## config.mk

```make
export PLATFORM = sky130hd
export DESIGN_NAME = odsec_rmw
export DESIGN_NICKNAME = d
export VERILOG_FILES = /design/src/rtl/odsec_pkg.sv /design/src/rtl/odsec_syndrome.sv /design/src/rtl/odsec_encoder.sv /design/src/rtl/odsec_decoder.sv /design/src/rtl/odsec_rmw.sv
export SDC_FILE = /design/constraint.sdc
export NUM_CORES = 1
export LEC_CHECK = 0
export BUFFER_PORTS_ARGS = -buffer_cell sky130_fd_sc_hd__buf_2
export CAP_MARGIN = 5
export CORE_AREA = 5 5 259 185
export CTS_CLUSTER_SIZE = 30
export DETAILED_ROUTE_END_ITERATION = 16
export DIE_AREA = 0 0 264 190
export PLACE_DENSITY = 0.86
export SYNTH_ARGS = -nofsm -noshare
export SYNTH_HDL_FRONTEND = slang
export SYNTH_HIERARCHICAL = 1
export SYNTH_SLANG_ARGS = --single-unit
```

## constraint.sdc

```tcl
create_clock -name clk -period 3.3 [get_ports clk]
set_input_delay 0.33 -clock clk [delete_from_list [all_inputs] [get_ports clk]]
set_output_delay 0.33 -clock clk [all_outputs]
set_load 0.05 [all_outputs]
```

## src/rtl/odsec_pkg.sv

```systemverilog
package odsec_pkg;

    typedef enum logic [1:0] {
        ST_IDLE  = 2'd0,
        ST_FETCH = 2'd1,
        ST_CHECK = 2'd2,
        ST_WBACK = 2'd3
    } odsec_state_e;

    // Hamming position (1-based) of data bit idx: the idx-th non-power-of-two.
    function automatic int odsec_data_pos(input int idx);
        int cnt;
        int res;
        cnt = 0;
        res = 0;
        for (int p = 3; p < 1024; p++) begin
            if (res == 0 && (p & (p - 1)) != 0) begin
                if (cnt == idx) res = p;
                cnt++;
            end
        end
        return res;
    endfunction

endpackage

```

## src/rtl/odsec_syndrome.sv

```systemverilog
module odsec_syndrome #(
    parameter int CW_W  = 136,
    parameter int CHK_W = 8
) (
    input  logic [CW_W-1:0]  word_i,
    output logic [CHK_W-1:0] syn_o
);

    // XOR of the 1-based positions of every set bit.
    always_comb begin
        syn_o = '0;
        for (int p = 0; p < CW_W; p++) begin
            if (word_i[p]) syn_o = syn_o ^ CHK_W'(p + 1);
        end
    end

endmodule

```

## src/rtl/odsec_encoder.sv

```systemverilog
module odsec_encoder
    import odsec_pkg::*;
#(
    parameter int DATA_W = 128,
    parameter int CHK_W  = 8
) (
    input  logic [DATA_W-1:0]       data_i,
    output logic [DATA_W+CHK_W-1:0] cw_o
);

    localparam int CW_W = DATA_W + CHK_W;

    logic [CW_W-1:0]  raw;
    logic [CHK_W-1:0] syn;

    // Scatter data into non-power-of-two positions.
    for (genvar g = 0; g < DATA_W; g++) begin : g_place
        localparam int POS = odsec_data_pos(g);
        assign raw[POS-1] = data_i[g];
    end

    // Check positions start out cleared.
    for (genvar k = 0; k < CHK_W; k++) begin : g_zero
        assign raw[(1 << k) - 1] = 1'b0;
    end

    odsec_syndrome #(
        .CW_W  (CW_W),
        .CHK_W (CHK_W)
    ) u_syn (
        .word_i (raw),
        .syn_o  (syn)
    );

    // Each check bit cancels its syndrome bit.
    always_comb begin
        cw_o = raw;
        for (int k = 0; k < CHK_W; k++) begin
            cw_o[(1 << k) - 1] = syn[k];
        end
    end

endmodule

```

## src/rtl/odsec_decoder.sv

```systemverilog
module odsec_decoder
    import odsec_pkg::*;
#(
    parameter int DATA_W = 128,
    parameter int CHK_W  = 8
) (
    input  logic [DATA_W+CHK_W-1:0] cw_i,
    output logic [DATA_W-1:0]       data_o,
    output logic                    corr_o,
    output logic                    unc_o
);

    localparam int CW_W = DATA_W + CHK_W;

    logic [CHK_W-1:0] syn;
    logic [CW_W-1:0]  flip;
    logic [CW_W-1:0]  fixed;

    odsec_syndrome #(
        .CW_W  (CW_W),
        .CHK_W (CHK_W)
    ) u_syn (
        .word_i (cw_i),
        .syn_o  (syn)
    );

    // One-hot mask of the position the syndrome names, if any.
    always_comb begin
        for (int p = 0; p < CW_W; p++) begin
            flip[p] = (syn == CHK_W'(p + 1));
        end
        fixed  = cw_i ^ flip;
        corr_o = |flip;
        unc_o  = (|syn) && !(|flip);
    end

    for (genvar g = 0; g < DATA_W; g++) begin : g_pick
        localparam int POS = odsec_data_pos(g);
        assign data_o[g] = fixed[POS-1];
    end

endmodule

```

## src/rtl/odsec_rmw.sv

```systemverilog
module odsec_rmw
    import odsec_pkg::*;
#(
    parameter int HALF_W = 64,
    parameter int CHK_W  = 8,
    parameter int BLK_AW = 4
) (
    input  logic                           clk,
    input  logic                           rst_n,
    input  logic                           req_valid,
    output logic                           req_ready,
    input  logic                           req_write,
    input  logic [BLK_AW:0]                req_addr,
    input  logic [HALF_W-1:0]              req_wdata,
    output logic                           rsp_valid,
    output logic [HALF_W-1:0]              rsp_rdata,
    output logic                           corr_evt,
    output logic                           uncorr_evt,
    output logic                           mem_rd_en,
    output logic                           mem_wr_en,
    output logic [BLK_AW-1:0]              mem_addr,
    output logic [2*HALF_W+CHK_W-1:0]      mem_wdata,
    input  logic [2*HALF_W+CHK_W-1:0]      mem_rdata
);

    localparam int DATA_W = 2 * HALF_W;
    localparam int CW_W   = DATA_W + CHK_W;

    typedef struct packed {
        odsec_state_e        st;
        logic                wr;
        logic                upper;
        logic [BLK_AW-1:0]   blk;
        logic [HALF_W-1:0]   wdata;
        logic                rd_en;
        logic                wr_en;
        logic [CW_W-1:0]     cw_out;
        logic                rsp_valid;
        logic [HALF_W-1:0]   rsp_data;
        logic                corr;
        logic                unc;
    } ctl_t;

    ctl_t q, d;

    logic [DATA_W-1:0] dec_data;
    logic [DATA_W-1:0] merged;
    logic              dec_corr;
    logic              dec_unc;
    logic [CW_W-1:0]   enc_cw;

    odsec_decoder #(
        .DATA_W (DATA_W),
        .CHK_W  (CHK_W)
    ) u_dec (
        .cw_i   (mem_rdata),
        .data_o (dec_data),
        .corr_o (dec_corr),
        .unc_o  (dec_unc)
    );

    // Repaired old word with the new half spliced in.
    always_comb begin
        if (q.upper) merged = {q.wdata, dec_data[HALF_W-1:0]};
        else         merged = {dec_data[DATA_W-1:HALF_W], q.wdata};
    end

    odsec_encoder #(
        .DATA_W (DATA_W),
        .CHK_W  (CHK_W)
    ) u_enc (
        .data_i (merged),
        .cw_o   (enc_cw)
    );

    always_comb begin
        d           = q;
        d.rd_en     = 1'b0;
        d.wr_en     = 1'b0;
        d.rsp_valid = 1'b0;
        d.corr      = 1'b0;
        d.unc       = 1'b0;
        case (q.st)
            ST_IDLE: begin
                if (req_valid) begin
                    d.wr    = req_write;
                    d.upper = req_addr[0];
                    d.blk   = req_addr[BLK_AW:1];
                    d.wdata = req_wdata;
                    d.rd_en = 1'b1;
                    d.st    = ST_FETCH;
                end
            end
            ST_FETCH: begin
                d.st = ST_CHECK;
            end
            ST_CHECK: begin
                d.corr = dec_corr;
                d.unc  = dec_unc;
                if (q.wr) begin
                    d.cw_out = enc_cw;
                    d.wr_en  = 1'b1;
                    d.st     = ST_WBACK;
                end else begin
                    d.rsp_valid = 1'b1;
                    d.rsp_data  = q.upper ? dec_data[DATA_W-1:HALF_W]
                                          : dec_data[HALF_W-1:0];
                    d.st        = ST_IDLE;
                end
            end
            ST_WBACK: begin
                d.st = ST_IDLE;
            end
            default: begin
                d.st = ST_IDLE;
            end
        endcase
    end

    always_ff @(posedge clk or negedge rst_n) begin
        if (!rst_n) q <= '0;
        else        q <= d;
    end

    assign req_ready  = (q.st == ST_IDLE);
    assign rsp_valid  = q.rsp_valid;
    assign rsp_rdata  = q.rsp_data;
    assign corr_evt   = q.corr;
    assign uncorr_evt = q.unc;
    assign mem_rd_en  = q.rd_en;
    assign mem_wr_en  = q.wr_en;
    assign mem_addr   = q.blk;
    assign mem_wdata  = q.cw_out;

endmodule

```

==> results of run 1 <==
==> worst paths after layout <==
path / cells after the start / from / slack [ns] / to
max in group asynchronous: 3 / rst_n / 2.05 / q[231]$_DFFE_PN0P_
min in group asynchronous: 2 / rst_n / 0.31 / mem_wdata[57]$_DFFE_PN0P_
min reg2reg: 1 / mem_wdata[18]$_DFFE_PN0P_ / 0.51 / mem_wdata[18]$_DFFE_PN0P_
max reg2reg: 9 / q[273]$_DFFE_PN0P_ / -0.27 / mem_wdata[0]$_DFFE_PN0P_
min: 2 / req_wdata[13] / -0.01 / q[218]$_DFFE_PN0P_
max: 21 / mem_rdata[109] / -1.82 / mem_wdata[0]$_DFFE_PN0P_
==> routing by layer <==
layer | track usage [%] | vias to the layer above | part of all wire, % | wire [µm]
li1 | - | 8237 | - | -
met1 | 52.28 | 10770 | 36 | 41820
met2 | 61.24 | 1975 | 43 | 50340
met3 | 12.05 | 718 | 13 | 15220
met4 | 15.46 | 12 | 8.5 | 9968
met5 | 0 | - | 0.075 | 88
==> stage by stage <==
| stage | instances | TNS (ns) | instance area [µm²] |
|---|---|---|---|
| final | 3532 | -52.88 | 36430 |
| after floorplan | 2058 | -39.31 | 25520 |
| after global placement | 3226 | -184.34 | 29230 |
| after CTS | 3417 | -22.26 | 32910 |
| after detailed placement | 3226 | -190.93 | 29230 |
| after global routing | 3532 | -53.16 | 36430 |
==> cell usage in the layout, fill, tap and decap left out, types with 10 or more instances in the layout <==
master,Yosys,layout
xor2_1,94,63
clkbuf_16,0,28
nand2_2,1,17
buf_4,371,503
xnor2_2,0,121
buf_6,6,222
buf_12,3,40
mux2_4,30,242
dfrtp_1,277,276
xnor2_4,0,71
xor2_4,0,10
buf_2,23,391
nor2_4,0,50
xor2_2,0,21
mux2_2,413,220
dlygate4sd3_1,0,66
a21oi_1,12,11
xnor3_1,80,62
o21ai_0,11,10
buf_8,2,12
nand2_4,0,62
nand2_1,105,20
xnor2_1,393,201
nor2_1,73,19
xnor3_2,2,21
==> sequential cells by signal (all words and copies together), names as in the netlist <==
register	cells
q	68
mem_wdata	136
mem_addr	4
uncorr_evt	1
corr_evt	1
mem_rd_en	1
mem_wr_en	1
rsp_rdata	64
rsp_valid	1
==> timing repair <==
action,CTS,global route
buffers inserted,78,149
resized for setup,263,508
hold buffers,65,1
hold endpoints to repair,139,1
pin swaps,64,111
gates cloned,1,0
setup endpoints to repair,200,183
==> layout make-up <==
type,instances,area (µm²),area share (%)
tap,612,765.7,2.102
antenna,1,2.502,0.006869
multi-input combinational,1354,17910,49.16
clock inverter,8,125.1,0.3435
clock buffer,41,799.5,2.195
inverter,5,20.02,0.05495
timing repair buffer,1234,9874,27.11
sequential,277,6935,19.04
==> cells by family after synthesis <==
kind of cell    Yosys count  synth area share, %
other cells               1              0.01613
compound gates           60                1.868
buf+inv                 428                13.57
xor+xnor                573                26.71
simple gates            249                5.123
flops                   277                29.81
mux                     463                22.90
==> flow_summary.ini, run 1 <==
[run_status]
status = finished, violations left
violations = negative hold slack, negative setup slack

[global_route]
antenna_found_initial = 7
grt-ovfl-total = 0
grt_max_degree = 80
grt_pass1_vias = 20590
grtUsageTotal_pct = 39.46
grt_pass1_wl_um = 145000

[detailed_routing]
wl_per_cell_um = 33.25
drt_wl_total_um = 117400
drcViolationCount = 0
viasPerCell = 6.148
drtIter0Drc = 2716
ant_nets = 0
drt-pass1-iter-count = 7
vias = 21710

[synthesis]
synth-seq-cells = 277
synth_area_mm2 = 0.02325
yosys.area.top_type = dfrtp_1
yosys_warnings = 6
synth_flop_cell = dfrtp_1
synth_area_per_cell_um2 = 11.34
synth.area.top_cells = dfrtp_1, mux2_2, xnor2_1
synth_top_area_share_pct = 29.81
syn_inst = 2051
yosysMostFrequentCell = mux2_2
async_flop_share_pct = 100.0
seq_area_frac_synth_pct = 29.81
netlist_top_cells_count = mux2_2, xnor2_1, buf_4
synth.distinct_cells = 77
synth-edff-count = 0

[floorplan]
die-area_mm2 = 0.05016
io_pins = 419
initial_core_util_pct = 51.00
core_area_mm2 = 0.04558
num_rows = 66
die_w_um = 264
die_y_um = 190

[timing]
finalClockSkew_ns = 0.02663
slew_viol_final = 0
post-route-period-util_pct = 155.3
min_period_ns = 5.125
setup_ws_ns = -1.825
hold_ws_ns = -0.01211
worstMarginPinSlew_ns = 0.9380
slew_headroom_pct = 37.09
hold_viol = 1
max_freq_mhz = 195.1
setup_violations = 192
rsz0062_at_grt = true

[layout]
utilization_pct = 79.92
fill_cells = 2316
final_nets = 3109
area_growth_pct = 56.69
drive_above_1_share_pct = 72.25

[clock_tree]
cts_max_path_buffers = 3
cts.clk_slew.worst_paths_ns = 0.08
insertion_delay_ns = 0.62
cts_max_level = 1
tritoncts = yes
cts-root-buf = clkbuf_16
cts_made_buffers = 28
cts_sinks = 277

[worst_setup_path]
crit_slowest_cell = xnor3_2
critPathKind = input pin to flop
crit_family = XOR/XNOR gates
path_cells = buf_2, buf_4, xnor2_1, xnor2_1, xnor2_1, xnor2_2, xnor3_2, buf_12, buf_8, buf_6, nor4_2, buf_4, nand2_1, xnor2_1, mux2_2, xor2_1, xnor3_1, xnor2_2, xnor3_1, xnor3_1, mux2_2
cpMostUsedCell = xnor2_1
path_buf_inv = 6
start_kind = input pin
crit_required_ns = 3.78
path_max_fanout = 8
cp-end-kind = flop
slowest_delay_ns = 0.52
arrival_ns = 5.61

[place]
io_buffers = 418
gp_congestion = 1.037
hpwl_um = 79590
dp_slack_ns = -2.649

[job]
max_cap_viol_count = 0

[min_path]
hold_path.class = input pin to flop
Power of run 1 is left out: the tool's default activity adds up to more than one toggle a clock period on the data nets, which glitch-free logic cannot reach.
==> inputs of run 2 (changes only) <==
Settings changed: CORE_AREA 5 5 259 185 to 5 5 257 184, CTS_BUF_LIST set to sky130_fd_sc_hd__clkbuf_4 sky130_fd_sc_hd__clkbuf_8, DIE_AREA 0 0 264 190 to 0 0 262 189, PLACE_DENSITY 0.86 to 0.87.
==> flow_summary.ini, run 2 (synthesized netlist as in run 1, its figures left out) <==
[run_status]
status = finished, violations left
violations = negative setup slack

[layout]
instances_no_fill = 3575
drive_above_1_share_pct = 73.09
final_cell_mix = buf_4, buf_2, dfrtp_1
regArea_mm2 = 0.006935
fill_cells = 2257
final_nets = 3145
multi_input_area_mm2 = 0.01805
final_common_cell = buf_4
area_growth_pct = 58.25
largest_register_ffs = 136

[timing]
setup_violations = 179
max_freq_mhz = 195.4
post-route-period-util_pct = 155.0
finalClockSkew_ns = 0.07248
rsz0062_at_grt = true
slew_headroom_pct = 33.08
min_period_ns = 5.117
slew_viol_final = 0
worstMarginPinSlew_ns = 1.004
setup_ws_ns = -1.817
hold_viol = 0

[detailed_routing]
ant_nets = 0
wl_per_cell_um = 32.40
vias = 21440
drt-pass1-iter-count = 5
drtIter0Drc = 2838
viasPerCell = 5.996
drt_wl_total_um = 115800
drcViolationCount = 0

[global_route]
antenna_found_initial = 5
grt_pass1_wl_um = 155700
grt-ovfl-total = 0
grt_max_degree = 102
grtUsageTotal_pct = 43.67
grt_pass1_vias = 21730

[worst_setup_path]
critPathKind = input pin to flop
rr_worst_depth = 10
crit_required_ns = 3.84
cp-end-kind = flop
arrival_ns = 5.66
path_max_fanout = 5
start_kind = input pin

[floorplan]
io_pins = 419
die_w_um = 262
core_area_mm2 = 0.04449
initial_core_util_pct = 52.26
die-area_mm2 = 0.04952
die_y_um = 189
num_rows = 65

[clock_tree]
cts_made_buffers = 45
cts_max_level = 2
cts.clk_slew.worst_paths_ns = 0.08
cts_sinks = 277
cts_max_path_buffers = 3
insertion_delay_ns = 0.71
tritoncts = yes
cts-root-buf = clkbuf_8

[place]
hpwl_um = 81480
dp.cells = 3222
io_buffers = 418
gp_congestion = 1.064

[min_path]
hold_path.class = input pin to async pin

[job]
max_cap_viol_count = 0
## run 2: per-stage QoR
step / area, µm² / hold slack, ns / setup WS (ns) / setup TNS [ns] / util, %
4_1_cts: 35330 / 0.2912 / -1.515 / -29.18 / 79.41
3_5_place_dp: 29180 / 0.4515 / -3.042 / -230.35 / 65.59
2_1_floorplan: 25520 / 0.03441 / -1.513 / -39.31 / -
5_1_grt: 36790 / 0.2963 / -1.797 / -53.42 / 82.69
6_report: 36790 / 0.2708 / -1.817 / -55.11 / 82.71
3_3_place_gp: 29180 / 0.4361 / -3.069 / -237.42 / 65.59
## run 2: area by class of cell
type	count	share of cell area [%]
inverter	5	0.05101
sequential	277	18.85
clock buffer	68	2.391
clock inverter	12	0.3197
tap	603	2.051
timing repair buffer	1254	27.27
multi-input combinational	1353	49.05
antenna	3	0.02040
## run 2: worst max-delay path, cell delays in order
cell and delay [ns]:
buf_2 0.15, buf_4 0.15, xnor2_1 0.29, xnor2_1 0.17, xnor2_1 0.30, xnor2_1 0.22, xnor3_1 0.51, buf_4 0.16
buf_8 0.12, or4b_4 0.63, buf_12 0.17, nor2_4 0.15, xor2_4 0.15, mux2_4 0.32, buf_4 0.15, xnor2_1 0.36
xnor3_1 0.33, xnor2_1 0.25, xnor3_1 0.26, xnor3_1 0.20, mux2_4 0.28
## run 2: what timing repair did
item | 4_1_cts | 5_1_grt
hold buffers | 71 | 0
hold endpoints to repair | 165 | 0
pin swaps | 131 | 83
resized for setup | 585 | 207
setup buffers | 156 | 80
endpoints found under the setup margin | 201 | 195
cloned | 0 | 1
## run 2: routing by layer
metal  vias to the layer above  track usage, %  share of wire (%)  routed length (µm)
met5                         -               0              0.040                  46
met4                         6           18.15                6.4                7420
met3                       523           12.24                 12               14090
met2                      1812           67.06                 44               50730
met1                     10780           58.57                 38               43550
li1                       8321               -                  -                   -
## run 2: path summary, 6_finish.rpt
check                                             end                 startpoint  slack [ns]
setup / recovery             mem_wdata[3]$_DFFE_PN0P_             mem_rdata[109]       -1.82
hold / removal             mem_wdata[101]$_DFFE_PN0P_                      rst_n        0.27
setup reg to reg            mem_wdata[31]$_DFFE_PN0P_         q[273]$_DFFE_PN0P_       -0.31
hold reg to reg             mem_wdata[85]$_DFFE_PN0P_  mem_wdata[85]$_DFFE_PN0P_        0.50
max in group asynchronous     mem_addr[2]$_DFFE_PN0P_                      rst_n        2.01
min in group clk            rsp_rdata[29]$_DFFE_PN0P_              mem_rdata[35]        0.28
Power of run 2 is left out for the same reason.
==> inputs of run 3 (changes only) <==
Settings changed: CORE_AREA 5 5 257 184 to 2 2 254 181, DIE_AREA 0 0 262 189 to 0 0 256 183, SKIP_CTS_REPAIR_TIMING set to 1.
==> flow_summary.ini, run 3 (synthesized netlist as in run 1, its figures left out) <==
[run_status]
status = finished, violations left
violations = negative setup slack

[timing]
hold_ws_ns = 0.003069
worstMarginPinSlew_ns = 1.024
rsz0062_at_grt = true
post-route-period-util_pct = 150.9
max_freq_mhz = 200.8
setup_violations = 163
setup_tns_ns = -36.49
hold_viol = 0
min_period_ns = 4.981
slew_viol_final = 0
slew_headroom_pct = 31.67
setup_ws_ns = -1.681
finalClockSkew_ns = 0.05454

[layout]
final_common_cell = buf_4
drive_above_1_share_pct = 69.72
fill_cells = 2696
multi_input_area_mm2 = 0.01687
final_cell_mix = buf_4, buf_2, mux2_2
area_growth_pct = 46.79
regArea_mm2 = 0.006935
final_nets = 3016
largest_register_ffs = 136

[worst_setup_path]
crit_slowest_cell = xnor3_2
r2r_setup_slack_ns = -0.09
path_max_fanout = 7
reg2reg_to = mem_wdata[7]$_DFFE_PN0P_
path_cells = buf_4, xnor2_4, buf_6, xnor2_4, xnor2_2, xnor3_1, xnor3_2, buf_6, nand2b_4, nor2_4, buf_4, nand2_1, xnor2_1, buf_4, mux2_4, xor2_1, xnor2_1, buf_4, xnor2_1, xnor3_1, xnor3_1, mux2_2
crit_family = XOR/XNOR gates
path_buf_inv = 6
rr_startpoint = q[273]$_DFFE_PN0P_
cpMostUsedCell = buf_4
crit_required_ns = 3.82
slowest_delay_ns = 0.52
critPathKind = input pin to flop
rr_worst_depth = 11
arrival_ns = 5.50
start_kind = input pin
cp-end-kind = flop

[floorplan]
num_rows = 65
io_pins = 419
die_y_um = 183
die-area_mm2 = 0.04685
core_area_mm2 = 0.04449
die_w_um = 256
initial_core_util_pct = 52.26

[clock_tree]
cts_sinks = 277
cts_made_buffers = 44
cts_max_level = 2
cts_max_path_buffers = 3
tritoncts = yes
cts.clk_slew.worst_paths_ns = 0.08
insertion_delay_ns = 0.65
cts-root-buf = clkbuf_8

[detailed_routing]
drcViolationCount = 0
drt_wl_total_um = 106800
wl_per_cell_um = 30.95
ant_nets = 0
drt-pass1-iter-count = 5
drtIter0Drc = 2251
viasPerCell = 5.800
vias = 20010

[job]
max_cap_viol_count = 0

[min_path]
hold_path.class = input pin to flop
hold_depth = 2
min_from = req_wdata[48]
min_to = q[253]$_DFFE_PN0P_

[place]
io_buffers = 418
gp_congestion = 1.037
hpwl_um = 80350

[global_route]
grt_pass1_vias = 18920
grt_pass1_wl_um = 135500
grtUsageTotal_pct = 40.79
grt_max_degree = 94
grt-ovfl-total = 0
antenna_found_initial = 7
## run 3: changes by cell type in the layout (fill, tap and decap cells not counted), sizes merged
cell,previous run,this run
buf,1180,1054
bufinv,1,4
clkbuf,71,68
clkinv,9,8
clkinvlp,0,1
diode,3,7
dlygate4sd3,71,68
## run 3: per-layer routing
layer  GRT usage (%)  up-vias  part of all wire, %
met5               0        -                0.013
met4           12.42        2                  5.3
met3           12.04      373                   11
met2           62.22     1422                   44
met1           56.14    10160                   40
li1                -     8055                    -
## run 3: stage by stage
stage / worst slack [ns] / instance area, µm² / instances / utilization, %
after global placement: -2.512 / 29180 / 3207 / 65.59
after global routing: -1.727 / 34120 / 3446 / 76.69
after CTS: -1.959 / 30200 / 3286 / 67.89
after detailed placement: -2.561 / 29180 / 3207 / 65.59
final: -1.681 / 34130 / 3450 / 76.71
after floorplan: -1.513 / 25520 / 2058 / -
## run 3: area by class of cell
class,instances,share of cell area (%)
multi-input cells,1353,49.43
well taps,603,2.211
clock inverters,15,0.5829
inverters,5,0.05499
clock buffers,64,2.416
flip-flops and latches,277,20.32
repair buffers,1126,24.93
diodes,7,0.05133
## run 3: worst max-delay path by stage
| stage | depth (start not counted) | startpoint | end | slack (ns) |
|---|---|---|---|---|
| 6_report | 22 | mem_rdata[21] | mem_wdata[3]$_DFFE_PN0P_ | -1.68 |
| 2_1_floorplan | 19 | mem_rdata[86] | mem_wdata[1]$_DFFE_PN0P_ | -1.51 |
| 3_3_place_gp | 21 | mem_rdata[69] | mem_wdata[0]$_DFFE_PN0P_ | -2.51 |
| 4_1_cts | 22 | mem_rdata[21] | mem_wdata[63]$_DFFE_PN0P_ | -1.96 |
| 5_1_grt | 21 | mem_rdata[119] | mem_wdata[3]$_DFFE_PN0P_ | -1.73 |
| 3_5_place_dp | 21 | mem_rdata[69] | mem_wdata[0]$_DFFE_PN0P_ | -2.56 |
## run 3: worst reg2reg max path, stage by stage, from the launching register on
cell and delay [ns]:
dfrtp_4 0.47, buf_12 0.22, buf_4 0.32, buf_4 0.20
mux2_4 0.35, xnor2_1 0.27, xnor3_2 0.36, xnor2_4 0.15
buf_4 0.15, xnor2_2 0.18, xnor3_1 0.34, mux2_2 0.28
Power of run 3 is left out for the same reason.
